## src/rtl/dma_stream_pkg.sv

```systemverilog
package dma_stream_pkg;
  localparam int WORD_W = 32;
  localparam int CH_W   = 3;
  localparam int NUM_REQ = 1 << CH_W;

  typedef enum logic [1:0] {
    DIR_P2M  = 2'b00,
    DIR_M2P  = 2'b01,
    DIR_M2M  = 2'b10,
    DIR_NONE = 2'b11
  } dir_e;

  // field order gives control bits 11..1
  typedef struct packed {
    logic            mem_sel;
    logic [1:0]      msize;
    logic [1:0]      psize;
    dir_e            dir;
    logic            circ;
    logic [CH_W-1:0] chan;
  } cfg_t;

  localparam logic [2:0] RA_CTRL  = 3'd0;
  localparam logic [2:0] RA_PADDR = 3'd1;
  localparam logic [2:0] RA_MB0   = 3'd2;
  localparam logic [2:0] RA_MB1   = 3'd3;
  localparam logic [2:0] RA_COUNT = 3'd4;

  function automatic logic [2:0] size_step(input logic [1:0] sz);
    case (sz)
      2'b00:   return 3'd1;
      2'b01:   return 3'd2;
      default: return 3'd4;
    endcase
  endfunction

  function automatic logic [WORD_W-1:0] size_mask(input logic [1:0] sz);
    case (sz)
      2'b00:   return 32'h0000_00FF;
      2'b01:   return 32'h0000_FFFF;
      default: return 32'hFFFF_FFFF;
    endcase
  endfunction
endpackage

```

## src/rtl/dma_stream_regs.sv

```systemverilog
module dma_stream_regs
  import dma_stream_pkg::*;
#(
  parameter int ADDR_W = 32,
  parameter int CNT_W  = 16
) (
  input  logic              clk,
  input  logic              rst_n,
  input  logic              reg_wr,
  input  logic [2:0]        reg_addr,
  input  logic [31:0]       reg_wdata,
  input  logic              finish,
  output cfg_t              cfg,
  output logic              enable,
  output logic              start,
  output logic              cnt_wr,
  output logic              done,
  output logic [ADDR_W-1:0] paddr,
  output logic [ADDR_W-1:0] mbase0,
  output logic [ADDR_W-1:0] mbase1,
  output logic [CNT_W-1:0]  count_prog
);
  always_ff @(posedge clk) begin
    if (!rst_n) begin
      cfg        <= '0;
      enable     <= 1'b0;
      start      <= 1'b0;
      cnt_wr     <= 1'b0;
      done       <= 1'b0;
      paddr      <= '0;
      mbase0     <= '0;
      mbase1     <= '0;
      count_prog <= '0;
    end else begin
      start  <= 1'b0;
      cnt_wr <= 1'b0;
      if (finish) begin
        enable <= 1'b0;
        done   <= 1'b1;
      end
      if (reg_wr) begin
        case (reg_addr)
          RA_CTRL: begin
            if (!enable) begin
              cfg    <= cfg_t'(reg_wdata[11:1]);
              enable <= reg_wdata[0];
              start  <= reg_wdata[0];
            end else if (!reg_wdata[0]) begin
              enable <= 1'b0;
            end
            if (reg_wdata[12]) done <= 1'b0;
          end
          RA_PADDR: if (!enable) paddr  <= reg_wdata[ADDR_W-1:0];
          RA_MB0:   if (!enable) mbase0 <= reg_wdata[ADDR_W-1:0];
          RA_MB1:   if (!enable) mbase1 <= reg_wdata[ADDR_W-1:0];
          RA_COUNT: if (!enable) begin
            count_prog <= reg_wdata[CNT_W-1:0];
            cnt_wr     <= 1'b1;
          end
          default: ;
        endcase
      end
    end
  end
endmodule

```

## src/rtl/dma_stream_fifo.sv

```systemverilog
module dma_stream_fifo #(
  parameter int DEPTH = 4,
  parameter int W     = 32
) (
  input  logic         clk,
  input  logic         rst_n,
  input  logic         flush,
  input  logic         push,
  input  logic [W-1:0] wdata,
  input  logic         pop,
  output logic [W-1:0] head,
  output logic         full,
  output logic         empty
);
  localparam int PTR_W = (DEPTH > 1) ? $clog2(DEPTH) : 1;
  localparam int OCC_W = $clog2(DEPTH + 1);

  logic [W-1:0]     slots [DEPTH];
  logic [PTR_W-1:0] wp, rp;
  logic [OCC_W-1:0] occ;
  logic             do_push, do_pop;

  assign do_push = push && !full;
  assign do_pop  = pop && !empty;
  assign full    = (occ == OCC_W'(DEPTH));
  assign empty   = (occ == '0);
  assign head    = slots[rp];

  always_ff @(posedge clk) begin
    if (do_push) slots[wp] <= wdata;
  end

  always_ff @(posedge clk) begin
    if (!rst_n || flush) begin
      wp  <= '0;
      rp  <= '0;
      occ <= '0;
    end else begin
      if (do_push) wp <= (wp == PTR_W'(DEPTH - 1)) ? '0 : wp + 1'b1;
      if (do_pop)  rp <= (rp == PTR_W'(DEPTH - 1)) ? '0 : rp + 1'b1;
      occ <= occ + OCC_W'(do_push) - OCC_W'(do_pop);
    end
  end
endmodule

```

## src/rtl/dma_stream_mover.sv

```systemverilog
module dma_stream_mover
  import dma_stream_pkg::*;
#(
  parameter int ADDR_W = 32,
  parameter int CNT_W  = 16
) (
  input  logic              clk,
  input  logic              rst_n,
  input  cfg_t              cfg,
  input  logic              enable,
  input  logic              start,
  input  logic              cnt_wr,
  input  logic              dreq_sel,
  input  logic [ADDR_W-1:0] paddr,
  input  logic [ADDR_W-1:0] mbase0,
  input  logic [ADDR_W-1:0] mbase1,
  input  logic [CNT_W-1:0]  count_prog,
  input  logic              fifo_full,
  input  logic              fifo_empty,
  input  logic [WORD_W-1:0] fifo_head,
  output logic              fifo_push,
  output logic              fifo_pop,
  output logic [WORD_W-1:0] fifo_wdata,
  output logic              bus_req_valid,
  input  logic              bus_req_ready,
  output logic              bus_req_write,
  output logic [ADDR_W-1:0] bus_req_addr,
  output logic [1:0]        bus_req_size,
  output logic [WORD_W-1:0] bus_req_wdata,
  input  logic              bus_rsp_valid,
  input  logic [WORD_W-1:0] bus_rsp_data,
  output logic              finish,
  output logic [CNT_W-1:0]  items_left
);
  typedef enum logic [1:0] {ST_IDLE, ST_RD, ST_WAIT, ST_WR} st_e;

  st_e               state;
  logic [ADDR_W-1:0] src_addr, dst_addr, mbase_sel, src_base, dst_base;
  logic [CNT_W-1:0]  rd_left, wr_left;
  logic [1:0]        src_size, dst_size;
  logic              src_is_periph, rd_gate, wr_gate;

  assign mbase_sel     = cfg.mem_sel ? mbase1 : mbase0;
  assign src_is_periph = (cfg.dir != DIR_M2P);
  assign src_base      = src_is_periph ? paddr : mbase_sel;
  assign dst_base      = src_is_periph ? mbase_sel : paddr;
  assign src_size      = src_is_periph ? cfg.psize : cfg.msize;
  assign dst_size      = src_is_periph ? cfg.msize : cfg.psize;
  assign rd_gate = (cfg.dir == DIR_P2M) ? dreq_sel
                 : (cfg.dir == DIR_M2P || cfg.dir == DIR_M2M);
  assign wr_gate = (cfg.dir == DIR_M2P) ? dreq_sel
                 : (cfg.dir == DIR_P2M || cfg.dir == DIR_M2M);

  assign bus_req_valid = (state == ST_RD) || (state == ST_WR);
  assign bus_req_write = (state == ST_WR);
  assign bus_req_addr  = (state == ST_WR) ? dst_addr : src_addr;
  assign bus_req_size  = (state == ST_WR) ? dst_size : src_size;
  assign bus_req_wdata = fifo_head & size_mask(dst_size);
  assign fifo_push     = (state == ST_WAIT) && bus_rsp_valid;
  assign fifo_wdata    = bus_rsp_data & size_mask(src_size);
  assign fifo_pop      = (state == ST_WR) && bus_req_ready;
  assign items_left    = wr_left;

  always_ff @(posedge clk) begin
    if (!rst_n) begin
      state    <= ST_IDLE;
      src_addr <= '0;
      dst_addr <= '0;
      rd_left  <= '0;
      wr_left  <= '0;
      finish   <= 1'b0;
    end else begin
      finish <= 1'b0;
      case (state)
        ST_IDLE: if (enable && !start && !finish) begin
          if (wr_left == '0)                                  finish <= 1'b1;
          else if (wr_gate && !fifo_empty)                    state  <= ST_WR;
          else if (rd_gate && !fifo_full && rd_left != '0)    state  <= ST_RD;
        end
        ST_RD: if (bus_req_ready) state <= ST_WAIT;
        ST_WAIT: if (bus_rsp_valid) begin
          src_addr <= src_addr + ADDR_W'(size_step(src_size));
          rd_left  <= rd_left - 1'b1;
          state    <= ST_IDLE;
        end
        ST_WR: if (bus_req_ready) begin
          dst_addr <= dst_addr + ADDR_W'(size_step(dst_size));
          wr_left  <= wr_left - 1'b1;
          state    <= ST_IDLE;
          if (wr_left == CNT_W'(1)) begin
            if (cfg.circ) begin
              src_addr <= src_base;
              dst_addr <= dst_base;
              rd_left  <= count_prog;
              wr_left  <= count_prog;
            end else begin
              finish <= 1'b1;
            end
          end
        end
        default: state <= ST_IDLE;
      endcase
      if (start) begin
        src_addr <= src_base;
        dst_addr <= dst_base;
        rd_left  <= count_prog;
        wr_left  <= count_prog;
      end else if (cnt_wr) begin
        wr_left <= count_prog;
      end
    end
  end
endmodule

```

## src/rtl/dma_stream_engine.sv

```systemverilog
module dma_stream_engine
  import dma_stream_pkg::*;
#(
  parameter int ADDR_W     = 32,
  parameter int CNT_W      = 16,
  parameter int FIFO_DEPTH = 4
) (
  input  logic              clk,
  input  logic              rst_n,
  input  logic              reg_wr,
  input  logic [2:0]        reg_addr,
  input  logic [31:0]       reg_wdata,
  output logic [31:0]       reg_rdata,
  input  logic [NUM_REQ-1:0] dma_req,
  output logic              bus_req_valid,
  input  logic              bus_req_ready,
  output logic              bus_req_write,
  output logic [ADDR_W-1:0] bus_req_addr,
  output logic [1:0]        bus_req_size,
  output logic [WORD_W-1:0] bus_req_wdata,
  input  logic              bus_rsp_valid,
  input  logic [WORD_W-1:0] bus_rsp_data
);
  cfg_t              cfg_q;
  logic              en_q, start_p, cnt_wr_p, done_q, finish_p;
  logic [ADDR_W-1:0] paddr_q, mb0_q, mb1_q;
  logic [CNT_W-1:0]  count_q, left_w;
  logic              f_push, f_pop, f_full, f_empty;
  logic [WORD_W-1:0] f_wdata, f_head;

  dma_stream_regs #(.ADDR_W(ADDR_W), .CNT_W(CNT_W)) regs_i (
    .clk(clk), .rst_n(rst_n), .reg_wr(reg_wr), .reg_addr(reg_addr),
    .reg_wdata(reg_wdata), .finish(finish_p), .cfg(cfg_q), .enable(en_q),
    .start(start_p), .cnt_wr(cnt_wr_p), .done(done_q), .paddr(paddr_q),
    .mbase0(mb0_q), .mbase1(mb1_q), .count_prog(count_q)
  );

  dma_stream_fifo #(.DEPTH(FIFO_DEPTH), .W(WORD_W)) fifo_i (
    .clk(clk), .rst_n(rst_n), .flush(start_p), .push(f_push), .wdata(f_wdata),
    .pop(f_pop), .head(f_head), .full(f_full), .empty(f_empty)
  );

  dma_stream_mover #(.ADDR_W(ADDR_W), .CNT_W(CNT_W)) mover_i (
    .clk(clk), .rst_n(rst_n), .cfg(cfg_q), .enable(en_q), .start(start_p),
    .cnt_wr(cnt_wr_p), .dreq_sel(dma_req[cfg_q.chan]), .paddr(paddr_q),
    .mbase0(mb0_q), .mbase1(mb1_q), .count_prog(count_q),
    .fifo_full(f_full), .fifo_empty(f_empty), .fifo_head(f_head),
    .fifo_push(f_push), .fifo_pop(f_pop), .fifo_wdata(f_wdata),
    .bus_req_valid(bus_req_valid), .bus_req_ready(bus_req_ready),
    .bus_req_write(bus_req_write), .bus_req_addr(bus_req_addr),
    .bus_req_size(bus_req_size), .bus_req_wdata(bus_req_wdata),
    .bus_rsp_valid(bus_rsp_valid), .bus_rsp_data(bus_rsp_data),
    .finish(finish_p), .items_left(left_w)
  );

  always_comb begin
    case (reg_addr)
      RA_CTRL:  reg_rdata = {19'b0, done_q, cfg_q, en_q};
      RA_PADDR: reg_rdata = 32'(paddr_q);
      RA_MB0:   reg_rdata = 32'(mb0_q);
      RA_MB1:   reg_rdata = 32'(mb1_q);
      RA_COUNT: reg_rdata = 32'(left_w);
      default:  reg_rdata = '0;
    endcase
  end
endmodule

```

## config.mk

```make
export PLATFORM = sky130hd
export DESIGN_NAME = dma_stream_engine
export DESIGN_NICKNAME = d
export VERILOG_FILES = /design/src/rtl/dma_stream_pkg.sv /design/src/rtl/dma_stream_regs.sv /design/src/rtl/dma_stream_fifo.sv /design/src/rtl/dma_stream_mover.sv /design/src/rtl/dma_stream_engine.sv
export SDC_FILE = /design/constraint.sdc
export NUM_CORES = 1
export LEC_CHECK = 0
export ABC_AREA = 1
export BUFFER_PORTS_ARGS = -buffer_cell sky130_fd_sc_hd__buf_4
export CAP_MARGIN = 20
export CORE_MARGIN = 5
export CORE_UTILIZATION = 50
export DETAILED_ROUTE_END_ITERATION = 8
export PLACE_DENSITY = 0.73
export SLEW_MARGIN = 40
export SYNTH_ARGS = -nofsm -noshare
export SYNTH_HDL_FRONTEND = slang
export SYNTH_SLANG_ARGS = --single-unit
```

## constraint.sdc

```tcl
create_clock -name clk -period 8.25 [get_ports clk]
set_clock_uncertainty 0.05 [all_clocks]
set_input_delay 0.825 -clock clk [delete_from_list [all_inputs] [get_ports clk]]
set_output_delay 0.825 -clock clk [all_outputs]
set_load 0.005 [all_outputs]
```

==> impl_metrics.tcl, run 1 <==
set metrics [dict create \
    grt.overflow.total 0 \
    clkSlewWorstSetupHoldPaths_ns 0.06 \
    yosys.area_share.xor_xnor_pct 1.60 \
    cp-start-kind "register" \
    synth_top_cell_by_area "dfxtp_1" \
    min_period_ns 4.23 \
    port-buffer-count 179 \
    status "complete, no violations" \
    final_util_pct 58.5 \
    crit_path_cell_trace "inv_1 -> ha_1 -> buf_4 -> nand2_1 -> o21ai_4 -> inv_1 -> nor2_1 -> ha_1 -> fa_1 -> nand2_1 -> a21oi_1 -> nand2_1 -> nor2_1 -> nand2_1 -> nor2_1 -> nand2_1 -> nand3_1 -> o21ai_0 -> o21ai_0 -> inv_1" \
    path_buf_inv 4 \
    firstDrtPassIters 6 \
    clock.fmax_ghz 0.236 \
    crit-reg2reg-launch "regs_i.cfg[5]$_SDFFE_PN0P_" \
    cts_max_level 2 \
    cts_sinks 363 \
    synth-simple-area-share_pct 20.3 \
    slowest_delay_ns 0.60 \
    cp.required_ns 8.64 \
    synthFlopType "dfxtp_1" \
    final_nets 2797 \
    endpoint_kind "register" \
    crit_slowest_cell "nor2_1" \
    worst_slack_ns 4.02 \
    grt_pass1_wl_mm 95.8 \
    syn_nets 2693 \
    synth_top_family_by_area "compound AO/OA/AOI/OAI gates" \
    synth_top_area_share_pct 24.6 \
    initial_core_util_pct 50.7 \
    drtAntennaViolNets 0 \
    dp_hpwl_mm 43.3 \
    drv_cap 0 \
    placement.cell_area_um2 20700 \
    hold_violations 0 \
    startpoint "regs_i.cfg[5]$_SDFFE_PN0P_" \
    drive_gt1_share_pct 11.9 \
    peakVddDrop_v 0.000139 \
    synth_fa_ha_area_share_pct 2.08 \
    vias 18500 \
    synth_warnings 0 \
    grt_pass1_vias 17100 \
    tns_ns 0 \
    critPathMaxFanout 29 \
    critPathMostFrequentCell "nand2_1" \
    synth_edf_count 128 \
    crit_family "simple AND/OR/NAND/NOR gates" \
    cellPowerDensity_nw_per_um2 245 \
    routedWlPerCell_um 19.3 \
    netlist_area_um2 19100 \
    cts-root-buf "clkbuf_16" \
    rsz0062_at_grt "false" \
    yosysUniqueCellTypes 54 \
    layout.cells.non_filler 3231 \
    synth-async-reset-ratio_pct 0 \
    muxShareOfSynthArea_pct 0.209 \
    maxSlewViolCount 0 \
    post_cts_buffers 0 \
    netlist_instances 2583 \
    hold_path_class "reg2reg" \
    rows 71 \
    grt_max_degree 103 \
    post-place-ws_ns 4.04 \
    p_leak_nw 8.79 \
    antenna_found_initial 4 \
    worst_pin_slew_ns 0.898 \
    grtUsageTotal_pct 28.6 \
    die_y_um 206 \
    cts_buffer_depth 3 \
    hold_start "regs_i.mbase0[12]$_SDFFE_PN0P_" \
    post_cts_resized 0 \
    ys_top_cells_by_area "dfxtp_1, edfxtp_1, o21ai_0" \
    coreArea_um2 37800 \
    setup.worst_path.class "reg2reg" \
    stdcell_area_um2 22100 \
    drt_wl_total_mm 62.2 \
    slew-limit-headroom_pct 39.8 \
    cp_data_arrival_time_ns 4.62 \
    setup-violations-final 0 \
    die_w_um 206 \
    cts_hold_buf 0 \
    cts_tree "built" \
    gp_congestion 0.979 \
    synth-compound-area-share_pct 22.0 \
    clk_latency_ns 0.57 \
    ios 180 \
    ys_ff_latch 363 \
    drc 0 \
    synth_seq_area_share_pct 44.7 \
    period_share_pct 51.3 \
    vias_per_cell 5.72 \
    synth_area_per_cell_um2 7.41 \
    initialDrtViolationCount 1953 \
    syn_to_final_growth_pct 15.4 \
    dpl.cell_count 3155 \
    cts_made_buffers 41 \
    dieArea_um2 42300 \
]
==> cell usage in the layout (no fill, tap or decap), types with 5 or more instances in the layout <==
cell type  count
nand4_1       18
clkinv_1       7
nor3_1        30
clkbuf_16     42
inv_1        278
nor3_2         5
a211oi_1       8
dfxtp_1      234
o21ai_1       29
nand3b_1       8
o211ai_1      33
nor2_1       346
or2_2          6
nand2_1      399
o21ai_0      403
clkinv_2       9
buf_4        202
xnor2_1        7
edfxtp_1     128
a221oi_1       9
nor2_2        12
xor2_1        28
a21oi_1      238
o22ai_1       23
ha_1          26
inv_2         12
nand3_1       89
o221ai_1      16
==> worst paths after layout <==
| kind | to | slack, ns | depth (start not counted) |
|---|---|---|---|
| setup / recovery | mover_i.src_addr[18]$_SDFFE_PN0P_ | 4.02 | 20 |
| hold / removal | regs_i.mbase0[12]$_SDFFE_PN0P_ | 0.41 | 2 |
| setup reg to reg | mover_i.src_addr[18]$_SDFFE_PN0P_ | 4.02 | 20 |
| hold reg to reg | regs_i.mbase0[12]$_SDFFE_PN0P_ | 0.41 | 2 |
==> per-layer routing <==
metal / GRT usage (%) / part of all wire [%]
met1: 40.0 / 42
met2: 44.7 / 45
met5: 0 / 0.011
met3: 5.74 / 9.8
met4: 9.76 / 3.3
==> through the flow <==
| step | power, mW | hold WS [ns] |
|---|---|---|
| after floorplan | 3.11 | 0.386 |
| after global placement | 3.54 | 0.396 |
| after detailed placement | 3.57 | 0.403 |
| after CTS | 5.41 | 0.387 |
| after global routing | 5.70 | 0.391 |
| final | 5.42 | 0.410 |
==> final cells by class <==
cell class / count / area, um2
Antenna cell: 2 / 5.00
Clock buffer: 50 / 1120
Clock inverter: 24 / 236
Fill cell: 3423 / 15700
Inverter: 296 / 1120
Multi-Input combinational cell: 1781 / 8870
Sequential cell: 363 / 8550
Tap cell: 511 / 639
Timing Repair Buffer: 204 / 1540
==> state kept, by name, indices dropped and copies added, names as in the netlist, named ones only <==
| register | cells |
|---|---|
| mover_i.finish | 1 |
| fifo_i.occ | 3 |
| regs_i.mbase0 | 32 |
| mover_i.rd_left | 16 |
| regs_i.count_prog | 16 |
| regs_i.cfg | 11 |
| mover_i.dst_addr | 32 |
| mover_i.state | 2 |
| regs_i.mbase1 | 32 |
| regs_i.paddr | 32 |
| regs_i.done | 1 |
| fifo_i.rp | 2 |
| fifo_i.wp | 2 |
| fifo_i.slots | 128 |
| mover_i.items_left | 16 |
| regs_i.enable | 1 |
| regs_i.cnt_wr | 1 |
| mover_i.src_addr | 32 |
| regs_i.start | 1 |
==> where the power goes <==
part	internal [mW]	total, mW	switching [mW]
clock	1.09	1.85	0.757
combinational	0.514	1.39	0.880
sequential	2.02	2.18	0.157
==> kinds of logic (layout without fill, tap and decap cells) <==
group / after synthesis / count (layout)
buf+inv: 439 / 574
mux: 4 / 4
xor+xnor: 35 / 35
compound gates: 782 / 782
flops: 363 / 363
other cells: 0 / 2
simple gates: 930 / 930
fa+ha+maj: 30 / 30
==> worst register-to-register path: cells and delay by family (launching register included) <==
kind	cells	cell delay, ns
compound gates	4	0.79
simple gates	9	1.50
flops	1	0.32
fa+ha+maj	3	0.79
buf+inv	4	0.66
==> synthesized netlist by cell type, types with 8 or more instances <==
cell        n
o221ai_1   16
o22ai_1    23
nand3_1    89
xor2_1     28
clkbuf_1  101
o21ai_1    28
buf_2      24
nand3b_1    8
buf_6       9
o21ai_0   404
nand4_1    18
edfxtp_1  128
buf_1       8
a221oi_1    9
o211ai_1   33
inv_2      12
nor2_1    351
nor3_1     30
a21oi_1   238
nand2_1   399
inv_1     281
dfxtp_1   235
ha_1       27
a211oi_1    8
No activity file was read; power rests on OpenSTA's default activity.
==> run 2, diff against run 1 <==
Settings changed: ABC_AREA 1 to 0, PLACE_DENSITY 0.73 to 0.76.
Clock period 8.25 ns to 3.88 ns, I/O delays scaled along.
==> run 2 against run 1 <==
  * Cell count shrank 17%
  * Register-to-register slack lost 3.5 ns
  * Combinational power shrank 61%
  * Design area is essentially flat
  * Sequential share of layout area is essentially flat
  * Worst setup slack lost 3.5 ns
  * First-iteration DRC count shrank 6.0%
  * Largest power group is now the clock network
  * Highest routed layer unchanged
==> impl_metrics.tcl, run 2 <==
set metrics [dict create \
    status "complete, no violations" \
    grtUsageTotal_pct 27.1 \
    comb_power_share_pct 6.2 \
    die_w_um 204 \
    grt_max_degree 130 \
    drtAntennaViolNets 0 \
    drive_gt1_share_pct 19.5 \
    largest_reg_flops 128 \
    synth_area_per_cell_um2 9.05 \
    cp_data_arrival_time_ns 3.82 \
    n_antenna_cell 0 \
    clkSlewWorstSetupHoldPaths_ns 0.06 \
    dp_hpwl_mm 39.1 \
    vias 16600 \
    ios 180 \
    p_int_mw 6.65 \
    yosysUniqueCellTypes 74 \
    final_util_pct 59.1 \
    setup.worst_path.class "reg2reg" \
    gp_congestion 0.972 \
    worst_pin_slew_ns 0.870 \
    cp.required_ns 4.32 \
    power_switching_mw 2.04 \
    clk_latency_ns 0.57 \
    cts_made_buffers 43 \
    worstReg2RegEnd "mover_i.src_addr[28]$_SDFFE_PN0P_" \
    routedWlPerCell_um 21.4 \
    drv_cap 0 \
    ys_top_cells_by_area "dfxtp_1, edfxtp_1, nand2_1" \
    cts_buffer_depth 3 \
    syn_to_final_growth_pct 17.7 \
    pwr-share-clk_pct 47.6 \
    synth_edf_count 128 \
    maxSlewViolCount 0 \
    post-place-ws_ns 0.573 \
    regMostFlops "fifo_i.slots" \
    p_leak_nw 7.68 \
    firstDrtPassIters 9 \
    cts_sinks 363 \
    peakVddDrop_v 0.000339 \
    port-buffer-count 179 \
    cts_hold_buf 8 \
    min_to "regs_i.mbase1[31]$_SDFFE_PN0P_" \
    post_cts_buffers 0 \
    worst_slack_ns 0.498 \
    synth-async-reset-ratio_pct 0 \
    seq_power_share_pct 46.2 \
    worst-r2r-cell-count 14 \
    drc 0 \
    period_share_pct 87.2 \
    setup-violations-final 0 \
    whs_path_depth 3 \
    grt.overflow.total 0 \
    cellPowerDensity_nw_per_um2 394 \
    antenna_found_initial 1 \
    critPathMaxFanout 18 \
    cts-root-buf "clkbuf_16" \
    synthFlopType "dfxtp_1" \
    grt_pass1_wl_mm 89.9 \
    final-seq-area_um2 8550 \
    stdcell_area_um2 22100 \
    switching_share_pct 23.5 \
    synth_top_area_share_pct 25.1 \
    endpoint_kind "register" \
    coreArea_um2 37300 \
    vias_per_cell 6.15 \
    synth_top_cell_by_area "dfxtp_1" \
    rows 71 \
    hold_path_class "in2reg" \
    min_period_ns 3.38 \
    final_cell_mix "nand2_1, a21oi_1, dfxtp_1, buf_4, nor2_1" \
    die_y_um 204 \
    multi_input_area_um2 9550 \
    n_fill_cell 3175 \
    drt_wl_total_mm 57.8 \
    synth_commonest_cells "nand2_1, a21oi_1, dfxtp_1" \
    grt_pass1_vias 15900 \
    cts_max_level 2 \
    synth_warnings 0 \
    final_nets 2299 \
    cp-start-kind "register" \
    syn_nets 2182 \
    ys_ff_latch 363 \
    hold_violations 0 \
    placement.cell_area_um2 20500 \
    whs_ns 0.0321 \
    slew-limit-headroom_pct 42.0 \
    netlist_area_um2 18800 \
    synth_seq_area_share_pct 45.6 \
    crit-reg2reg-launch "regs_i.cfg[5]$_SDFFE_PN0P_" \
    hold_start "reg_wdata[31]" \
    rsz0062_at_grt "false" \
    cts_tree "built" \
    clock.fmax_ghz 0.296 \
    dieArea_um2 41500 \
    tns_ns 0 \
    synth.most_common_cell "nand2_1" \
    netlist_instances 2072 \
    post_cts_resized 0 \
    layout_commonest_cell "nand2_1" \
    initial_core_util_pct 50.3 \
    r2r_slack_ns 0.50 \
    initialDrtViolationCount 1836 \
]
==> run 2: cell count changes after synthesis, moves of 22 or more <==
| cell | previous run | this run |
|---|---|---|
| a22oi_1 | 4 | 55 |
| and2_1 | 1 | 23 |
| clkbuf_1 | 101 | 130 |
| inv_1 | 281 | 25 |
| mux2_2 | 0 | 75 |
| mux2i_1 | 4 | 67 |
| mux4_2 | 0 | 34 |
| nand2_1 | 399 | 346 |
| nand3_1 | 89 | 31 |
| nor2_1 | 351 | 166 |
| nor2b_1 | 1 | 48 |
| o21ai_0 | 404 | 105 |
| o21ai_1 | 28 | 5 |
| xor2_1 | 28 | 3 |
==> run 2: metrics by stage <==
stage,power (mW),instances
after global placement,4.60,2609
final,8.69,2697
after floorplan,4.39,2072
after detailed placement,4.61,2610
after CTS,8.71,2697
after global routing,8.97,2697
==> run 2: cell type report <==
class,count,area share [%]
inverter,26,0.476
clock inverter,21,1.11
multi-input combinational,1522,43.3
clock buffer,58,5.50
timing repair buffer,233,8.17
sequential,363,38.8
tap,474,2.69
==> run 2: how the worst max path moves through the flow <==
stage	from	end	slack (ns)	depth (start not counted)
after floorplan	regs_i.cfg[5]$_SDFFE_PN0P_	mover_i.src_addr[28]$_SDFFE_PN0P_	0.24	16
after global placement	regs_i.cfg[5]$_SDFFE_PN0P_	mover_i.dst_addr[28]$_SDFFE_PN0P_	0.72	13
after detailed placement	regs_i.cfg[5]$_SDFFE_PN0P_	mover_i.src_addr[28]$_SDFFE_PN0P_	0.57	14
after CTS	regs_i.cfg[5]$_SDFFE_PN0P_	mover_i.src_addr[28]$_SDFFE_PN0P_	0.56	14
after global routing	regs_i.cfg[5]$_SDFFE_PN0P_	mover_i.src_addr[28]$_SDFFE_PN0P_	0.21	14
final	regs_i.cfg[5]$_SDFFE_PN0P_	mover_i.src_addr[28]$_SDFFE_PN0P_	0.50	14
==> run 2: logic make-up (layout without fill, tap and decap cells) <==
family / Yosys count / in the layout / synth area share, %
and+or+nand+nor: 767 / 767 / 18.7
AOI/OAI and AO/OA: 545 / 545 / 17.3
DFF: 363 / 363 / 45.6
buffers and inverters: 187 / 338 / 3.88
muxes: 176 / 176 / 12.2
adders and majority gates: 30 / 30 / 2.12
xor gates and xnor gates: 4 / 4 / 0.187
==> run 2: critical path: stages, from the launching register on <==
cell and delay [ns]:
dfxtp_1 0.33, inv_1 0.12, ha_2 0.23, mux2i_2 0.24
buf_4 0.28, inv_1 0.09, nor2_1 0.20, fa_1 0.26
a21oi_1 0.15, nor4_1 0.24, buf_4 0.19, and3_1 0.37
nand2_1 0.13, o31a_1 0.26, o211ai_1 0.16
==> run 2: metal layers <==
layer	up-vias	wire length [um]	GRT usage (%)	share of wire (%)
met1	7912	23000	35.8	40
li1	7737	-	-	-
met2	782	27600	44.5	48
met5	-	20	0	0.035
met4	2	2860	12.6	4.9
met3	145	4290	3.78	7.4
==> run 2: power groups by stage <==
stage | clock network, mW | logic, mW | registers, mW
floorplan | 0 | 0.315 | 4.07
global placement | 0 | 0.510 | 4.09
detailed placement | 0 | 0.519 | 4.09
CTS | 4.17 | 0.529 | 4.01
global route | 4.37 | 0.584 | 4.02
finish | 4.13 | 0.541 | 4.01
